==> src/rtl/seg_decoder_pkg.sv <==
package seg_decoder_pkg;

  typedef enum logic [1:0] {
    MODE_KERNEL  = 2'b00,
    MODE_SUPER   = 2'b01,
    MODE_USER    = 2'b10,
    MODE_KERNEL2 = 2'b11
  } privMode_t;

  // strobes from control to datapath
  typedef struct packed {
    logic selIdent;   // pass address through
    logic selOffset;  // add fixed offset
    logic selLow;     // keep low window bits
    logic needTlb;
    logic badAddr;
  } segStrobes_t;

endpackage

==> src/rtl/seg_decoder_ctrl.sv <==
module seg_decoder_ctrl
  import seg_decoder_pkg::*;
#(
  parameter int ADDR_W = 32
) (
  input  logic [ADDR_W-1:0] vAddr,
  input  privMode_t         mode,
  input  logic              errLevel,
  input  logic              fixedMap,
  output segStrobes_t       strobes
);

  localparam int TOP = ADDR_W - 1;

  logic [2:0] segBits;
  logic       isUser;
  logic       isSuper;
  logic       isKernel;

  assign segBits  = vAddr[TOP -: 3];
  assign isUser   = (mode == MODE_USER);
  assign isSuper  = (mode == MODE_SUPER);
  assign isKernel = !isUser && !isSuper;

  always_comb begin
    strobes = '0;
    if (!segBits[2]) begin
      // low segment, open to every level
      if (errLevel)      strobes.selIdent  = 1'b1;
      else if (fixedMap) strobes.selOffset = 1'b1;
      else               strobes.needTlb   = 1'b1;
    end else if (!segBits[1]) begin
      // two unmapped kernel windows
      if (isKernel) strobes.selLow  = 1'b1;
      else          strobes.badAddr = 1'b1;
    end else if (!segBits[0]) begin
      if (isUser)        strobes.badAddr  = 1'b1;
      else if (fixedMap) strobes.selIdent = 1'b1;
      else               strobes.needTlb  = 1'b1;
    end else begin
      if (!isKernel)     strobes.badAddr  = 1'b1;
      else if (fixedMap) strobes.selIdent = 1'b1;
      else               strobes.needTlb  = 1'b1;
    end
  end

endmodule

==> src/rtl/seg_decoder_dp.sv <==
module seg_decoder_dp
  import seg_decoder_pkg::*;
#(
  parameter int                ADDR_W     = 32,
  parameter logic [ADDR_W-1:0] FIXED_OFFS = 32'h4000_0000
) (
  input  logic [ADDR_W-1:0] vAddr,
  input  segStrobes_t       strobes,
  output logic [ADDR_W-1:0] physAddr
);

  localparam int LOW_W = ADDR_W - 3;

  logic [ADDR_W-1:0] lowWin;
  assign lowWin = {3'b000, vAddr[LOW_W-1:0]};

  always_comb begin
    if (strobes.selIdent)       physAddr = vAddr;
    else if (strobes.selOffset) physAddr = vAddr + FIXED_OFFS;
    else if (strobes.selLow)    physAddr = lowWin;
    else                        physAddr = '0;
  end

endmodule

==> src/rtl/seg_decoder.sv <==
module seg_decoder
  import seg_decoder_pkg::*;
#(
  parameter int                ADDR_W     = 32,
  parameter logic [ADDR_W-1:0] FIXED_OFFS = 32'h4000_0000
) (
  input  logic [ADDR_W-1:0] vAddr,
  input  logic [1:0]        privMode,
  input  logic              errLevel,
  input  logic              fixedMap,
  output logic              needTlb,
  output logic              badAddr,
  output logic [ADDR_W-1:0] physAddr
);

  segStrobes_t strobes;
  privMode_t   modeTyped;

  assign modeTyped = privMode_t'(privMode);

  seg_decoder_ctrl #(.ADDR_W(ADDR_W)) uCtrl (
    .vAddr    (vAddr),
    .mode     (modeTyped),
    .errLevel (errLevel),
    .fixedMap (fixedMap),
    .strobes  (strobes)
  );

  seg_decoder_dp #(.ADDR_W(ADDR_W), .FIXED_OFFS(FIXED_OFFS)) uDp (
    .vAddr    (vAddr),
    .strobes  (strobes),
    .physAddr (physAddr)
  );

  assign needTlb = strobes.needTlb;
  assign badAddr = strobes.badAddr;

endmodule

==> config.mk <==
export PLATFORM = sky130hd
export DESIGN_NAME = seg_decoder
export DESIGN_NICKNAME = d
export VERILOG_FILES = /design/src/rtl/seg_decoder_pkg.sv /design/src/rtl/seg_decoder_ctrl.sv /design/src/rtl/seg_decoder_dp.sv /design/src/rtl/seg_decoder.sv
export SDC_FILE = /design/constraint.sdc
export NUM_CORES = 1
export LEC_CHECK = 0
export BUFFER_PORTS_ARGS = -buffer_cell sky130_fd_sc_hd__buf_4
export CORE_MARGIN = 1.5
export CORE_UTILIZATION = 32
export DETAILED_ROUTE_END_ITERATION = 10
export MAX_ROUTING_LAYER = met4
export PLACE_DENSITY = 0.95
export SLEW_MARGIN = 20
export SYNTH_ARGS = -nofsm -noshare
export SYNTH_HDL_FRONTEND = slang
export SYNTH_SLANG_ARGS = --single-unit
==> constraint.sdc <==
create_clock -name vclk -period 2.9
set_input_delay 0.145 -clock vclk [all_inputs]
set_output_delay 0.145 -clock vclk [all_outputs]
set_load 0.05 [all_outputs]
==> metrics.md, run 1 <==
| Metric | Value |
|---|---|
| Largest family of logic cells by synthesized area | compound AO/OA/AOI/OAI gates |
| GRT Total Usage | between 10% and 20% |
| Multiplexer area fraction after synthesis | 0% |
| Cell Chain, Critical Path | buf_4 > inv_1 > ha_1 > and2_1 > o21bai_2 > buf_4 > a21boi_0 > buf_4 |
| Routed Antenna Nets | 0 |
| Placed cell areas | roughly 950 um^2 |
| Slew HR | between 60% and 70% |
| Global-route wire length before repair | 2110 um |
| Drt wl/cell | ~12 um |
| Largest net degree at the start of global routing | 19 |
| Final Cycle Share | a little over two thirds |
| Critical path class | in -> out |
| Drt pass-1 iters | 3 |
| CP arrival | 1880 ps |
| Placed wire-length estimate | 1390 um |
| Clock buffers | 0 |
| Total wire length | around 1700 um |
| Synth warn | 0 |
| CORE AREA | approximately 1300 um^2 |
| Slowest-stage cell, CP | o21bai_2 |
| Top-area cell type share of the netlist area | between 30% and 40% |
| Die Y-Extent | ~40 um |
| Syn_nets | between 90 and 100 |
| CTS Hold Buffers Added | 0 |
| Leakage | 0.489 nW |
| GPL Wtd Cong | about 0.74 |
| Most frequent cell after synthesis | a21boi_0 |
| Synth area leader | a21boi_0 |
| Worst setup path endpoint | physAddr[10] |
| Worst Tran Pin Value | roughly 580 ps |
| Fmax | approximately 490 MHz |
| Vias in the first global route | roughly 530 |
| DR vias/cell | ~5 |
| Seq/Total Area, Yosys | 0% |
| Area contributors post-synth | a21boi_0 (31%), a21boi_2 (25%), buf_12 (4.5%) |
| Die Area | 1610 um^2 |
| Register area | 0 um^2 |
| Die width | about 40 um |
| Layout area overhead | 115% |
| Area occupied by multi-input gates | around 380 um^2 |
| Antenna Cells | 0 |
| List of most frequent post-synthesis cells | a21boi_0 (18), a21boi_2 (10), buf_2 (3), o21ai_0 (3) |
| CTS resizes | 0 |
| Post-synthesis cell area | 442 um^2 |
| DRC violations left | 0 |
| Seq_cells | 0 |
| Max-cap check violation count | 0 |
| Synth cell types | 22 |
| Status | complete, no violations |
| Setup-failing EPs final | 0 |
| Final hold vios | 0 |
| Critical Path RT | 2760 ps |
| RSZ-0062 raised after global routing | false |
| Slew Limit Fails | 0 |
| Largest stage delay on the critical path | just under 500 ps |
| Worst min path class | in -> out |
| Power density cells | about 320 nW/um^2 |
| Post-synthesis adder-cell area fraction | 2.83% |
| Mapped Avg Cell Area | around 8 um^2 |
| CP dominant cell by count | buf_4 |
| Initial Utilization | roughly a third |
| Tmin final | approximately 2000 ps |
| Port bufs | 70 |
| Nets | 160 |
| VDD IR-drop max | roughly 0.00016 V |
| Post-route cell area | roughly 950 um^2 |
| Critical Path Fanout Max | 18 |
| CP Capture Type | output port |
| Worst setup SP type | input port |
| Initial antenna violation count | 0 |
| Simple-gate area share of the yosys netlist | 9.92% |
| IO Count | 70 |
| Post-Synthesis Cells | 55 |
| Std cell rows | 13 |
| Accumulated negative setup slack | 0 ps |
| Compound-cell area share of the yosys netlist | 73.4% |
| Fillers | ~100 |
| Setup crit start | privMode[0] |
| Share of layout cells above drive strength 1 | between 70% and 80% |
| Setup bufs post-CTS | 0 |
| Initial drt markers | 6 |
| Post-Synth XOR/XNOR Area | 0% |
| Vias post-DR | 670 |
| Global route total overflow | 0 |
[critical path: cells and delay by family]
family          cells  cell delay [ps]
buf+inv             4              640
compound gates      2              600
fa+ha+maj           1              290
simple gates        1              190
[through the flow]
step / setup WS [ps] / std cells / hold WS, ps / utilization (%) / total power [mW]
after floorplan: 759 / 55 / 465 / - / 0.203
after global placement: 950 / 136 / 615 / 73.1 / 0.296
after detailed placement: 888 / 136 / 613 / 73.1 / 0.301
after CTS: 881 / 136 / 616 / 73.1 / 0.302
after global routing: 749 / 136 / 632 / 73.1 / 0.315
final: 879 / 136 / 616 / 73.1 / 0.301
[final cells by class]
class,count,share of cell area (%)
Tap cell,15,1.97
Multi-Input combinational cell,47,40.4
Inverter,2,0.789
Timing Repair Buffer,72,56.8
[power breakdown]
part           switching, mW  internal [mW]  total (mW)
combinational          0.195          0.106       0.301
clock                      0              0           0
sequential                 0              0           0
total                  0.195          0.106       0.301
[cell families after synthesis]
logic type               Yosys count
adder cells (fa/ha/maj)            1
buffers and inverters              8
AND/OR/NAND/NOR                    7
AO/OA/AOI/OAI                     39
[worst min path at each step]
| stage | from | to | slack (ps) | cells after the start |
|---|---|---|---|---|
| 2_1_floorplan | fixedMap | needTlb | 460 | 1 |
| 3_3_place_gp | fixedMap | needTlb | 610 | 3 |
| 3_5_place_dp | fixedMap | needTlb | 610 | 3 |
| 4_1_cts | fixedMap | needTlb | 620 | 3 |
| 5_1_grt | fixedMap | needTlb | 630 | 3 |
| 6_report | fixedMap | needTlb | 620 | 3 |
[placed cells by master, fill, tap and decap left out, drive strengths merged]
cell     Yosys  final
a31oi        1      1
o211ai       1      1
nor4b        1      1
o21bai       1      1
nor2         1      1
or2          1      1
a21boi      30     30
and3         1      1
o21ai        3      3
nand2        1      1
ha           1      1
buf          6     72
and2         1      1
nand2b       1      1
a21oi        2      2
inv          2      2
o2bb2ai      1      1
[metal layers]
layer	wire length, um	GRT usage, %	vias up	share of wire [%]
li1	-	-	336	-
met1	598	17.9	300	36
met2	950	43.1	34	57
met3	118	0	0	7.1
met4	0	0	0	0
met5	0	-	-	0
Note: power is estimated with default switching activity, not from simulation.
==> run 2, diff against run 1 <==
ABC_AREA = 1   (was default)
CORE_UTILIZATION = 38   (was 32)
PLACE_DENSITY = 0.94   (was 0.95)
clock period = 1.9 ns   (was 2.9 ns; I/O delays follow)
==> metrics.md, run 2 <==
| Metric | Value |
|---|---|
| Status | complete, no violations (unchanged) |
| Die Area | 2120 um^2 (was 1610 um^2) |
| Post-route cell area | 1220 um^2 (was 951 um^2) |
| Worst Tran Pin Value | 288 ps (was 576 ps) |
| Setup-failing EPs final | 0 (unchanged) |
| DR top layer | met4 (was met3) |
| CP arrival | 1520 ps (was 1880 ps) |
| Compound-cell area share of the yosys netlist | 45.2% (was 73.4%) |
| Largest family of logic cells by synthesized area | compound AO/OA/AOI/OAI gates (unchanged) |
| Post-Synth XOR/XNOR Area | 0% (unchanged) |
| Final Cycle Share | a little under nine tenths |
| Global-route wire length before repair | 3390 um (was 2110 um) |
| Clock network power share | 0% (about the same) |
| IO Count | 70 (unchanged) |
| CP dominant cell by count | nand2_1 (was buf_4) |
| Max-cap check violation count | 0 (unchanged) |
| Placed wire-length estimate | 1880 um (was 1390 um) |
| Met2 wire len | 1280 um (was 950 um) |
| Seq_cells | 0 (unchanged) |
| Power share of the sequential group | 0% (about the same) |
| Cell Chain, Critical Path | buf_4 > ha_1 > nand2_1 > o21ai_0 > nand2_1 > nand2_4 > nand2_1 > nand2_1 > buf_4 (was buf_4 > inv_1 > ha_1 > and2_1 > o21bai_2 > buf_4 > a21boi_0 > buf_4) |
| Fillers | 162 (was 104) |
| Most frequent cells in the layout | buf_4 (73), nand2_1 (67), a21bo_2 (19) (was buf_4 (72), a21boi_0 (18), a21boi_2 (10)) |
| Combinational share of power | 100.0% (about the same) |
| Power density cells | 430 nW/um^2 (was 316 nW/um^2) |
| List of most frequent post-synthesis cells | nand2_1 (67), a21bo_2 (19), a21bo_1 (10) (was a21boi_0 (18), a21boi_2 (10), buf_2 (3), o21ai_0 (3)) |
| Most frequent cell after synthesis | nand2_1 (was a21boi_0) |
| VDD IR-drop max | 0.000266 V (was 0.000162 V) |
| DP Worst Slack | 137 ps (was 888 ps) |
| Share of layout cells above drive strength 1 | 51.6% (was 70.2%) |
| GRT Total Usage | 21.1% (was 19.0%) |
| Total wire length | 2230 um (was 1670 um) |
| WP depth | 9 (was 8) |
| Synth cell types | 18 (was 22) |
| Worst Hold End | needTlb (unchanged) |
| Internal power | 187 uW (was 106 uW) |
| Layout area overhead | 73.8% (was 115%) |
| Vias post-DR | 1,000 (was 670) |
| Worst min path class | in -> out (unchanged) |
| Most common cell after layout, fill and taps aside | buf_4 (unchanged) |
| Critical path class | in -> out (unchanged) |
| Final hold vios | 0 (unchanged) |
| Placed cell areas | 1220 um^2 (was 951 um^2) |
| Seq/Total Area, Yosys | 0% (unchanged) |
| Initial antenna violation count | 0 (unchanged) |
| Global route total overflow | 0 (unchanged) |
| Critical Path RT | 1800 ps (was 2760 ps) |
| Die Y-Extent | 46.0 um (was 40.2 um) |
| M1 WL | 826 um (was 598 um) |
| Synth warn | 0 (unchanged) |
| Fmax | slightly above 600 MHz |
| Multiplexer area fraction after synthesis | 0% (unchanged) |
| Critical Path Fanout Max | 30 (was 18) |
| Switching share of power | 64.5% (was 64.7%) |
| Largest net degree at the start of global routing | 31 (was 19) |
| CORE AREA | 1730 um^2 (was 1300 um^2) |
| Simple-gate area share of the yosys netlist | 41.1% (was 9.92%) |
| Largest stage delay on the critical path | 320 ps (was 490 ps) |
| Drt pass-1 iters | 3 (unchanged) |
| CP Capture Type | output port (unchanged) |
| Std cell rows | 15 (was 13) |
| RSZ-0062 raised after global routing | false (unchanged) |
| Syn_nets | 159 (was 92) |
| Slew HR | 80.8% (was 61.4%) |
| Post-layout util | 70.8% (was 73.1%) |
| Vias in the first global route | 893 (was 531) |
| DR vias/cell | 4.74 (was 4.93) |
| Clock buffers | 0 (unchanged) |
| Die width | 46.0 um (was 40.2 um) |
| Accumulated negative setup slack | 0 ps (unchanged) |
| CP top delay family | simple AND/OR/NAND/NOR gates (was buffers and inverters) |
| DRC violations left | 0 (unchanged) |
| GPL Wtd Cong | 0.825 (was 0.737) |
| Hold_sp | vAddr[31] (was fixedMap) |
| Post-Synthesis Cells | 122 (was 55) |
| Final non-filler cell total | 211 (was 136) |
| Register area | 0 um^2 (unchanged) |
| Post-synthesis adder-cell area fraction | 1.78% (was 2.83%) |
| Nets | 225 (was 160) |
| Port bufs | 70 (unchanged) |
| Slew Limit Fails | 0 (unchanged) |
| Synth area leader | nand2_1 (was a21boi_0) |
| Mapped Avg Cell Area | 5.76 um^2 (was 8.03 um^2) |
| Worst setup margin | 283 ps (was 879 ps) |
| Wire length on met3 | 104 um (was 118 um) |
| Post-synthesis cell area | 703 um^2 (was 442 um^2) |
| Tmin final | 1620 ps |
| Antenna Cells | 0 (unchanged) |
| Area contributors post-synth | nand2_1 (36%), a21bo_2 (27%), a21bo_1 (14%) (was a21boi_0 (31%), a21boi_2 (25%), buf_12 (4.5%)) |
| Slowest-stage cell, CP | ha_1 (was o21bai_2) |
| Initial Utilization | 40.7% (was 33.9%) |
| Hold Crit Depth | 3 (unchanged) |
| Initial drt markers | 7 (was 6) |
| Switching pwr | 339 uW (was 195 uW) |
| Top-area cell type share of the netlist area | 35.8% (was 30.6%) |
| Drt wl/cell | 10.6 um (was 12.3 um) |
| Leakage | 0.765 nW (was 0.489 nW) |
| Post-placement cell count | 211 (was 136) |
| Worst setup SP type | input port (unchanged) |
| Critical path buffers and inverters | 2 (was 4) |
| Routed Antenna Nets | 0 (unchanged) |
run 2: cell types whose count changed in the layout (fill, tap and decap cells not counted), moves of 2 or more:
cell,change
nand2_1,+66
a21bo_2,+19
a21boi_0,-18
a21bo_1,+10
a21boi_2,-10
inv_2,+2
run 2: power groups by stage:
stage | registers [mW] | logic (mW) | clock network (mW)
after floorplan | 0 | 0.355 | 0
after global placement | 0 | 0.518 | 0
after detailed placement | 0 | 0.527 | 0
after CTS | 0 | 0.528 | 0
after global routing | 0 | 0.557 | 0
final | 0 | 0.526 | 0
run 2: metal layers:
metal,global-route usage [%],up-vias
met5,-,-
met4,2.86,0
met3,0,2
met2,45.3,40
met1,20.7,437
li1,-,521
run 2: worst max-delay path by stage:
stage / startpoint / to / slack, ps
6_report: privMode[1] / physAddr[17] / 280
5_1_grt: privMode[1] / physAddr[8] / 130
4_1_cts: privMode[1] / physAddr[16] / 140
3_5_place_dp: privMode[1] / physAddr[16] / 140
3_3_place_gp: privMode[1] / physAddr[1] / 290
2_1_floorplan: vAddr[31] / physAddr[31] / 290
run 2: through the flow:
stage | hold slack [ps] | power, mW
after floorplan | 442 | 0.355
after global placement | 540 | 0.518
after detailed placement | 544 | 0.527
after CTS | 545 | 0.528
after global routing | 554 | 0.557
final | 546 | 0.526
run 2: logic make-up after synthesis:
family	Yosys count
buf+inv	14
simple gates	73
fa+ha+maj	1
compound gates	34
run 2: timing repair:
| action | 4_1_cts | 5_1_grt |
|---|---|---|
| setup endpoints to repair | 0 | 23 |
| buffers inserted | 0 | 0 |
| resized for setup | 0 | 1 |
| hold buffers | 0 | 0 |
run 2: layout make-up:
type | instances | area, um^2 | share of cell area, %
Multi-Input combinational cell | 108 | 624 | 51.1
Tap cell | 25 | 31.3 | 2.56
Inverter | 5 | 18.8 | 1.54
Timing Repair Buffer | 73 | 548 | 44.8
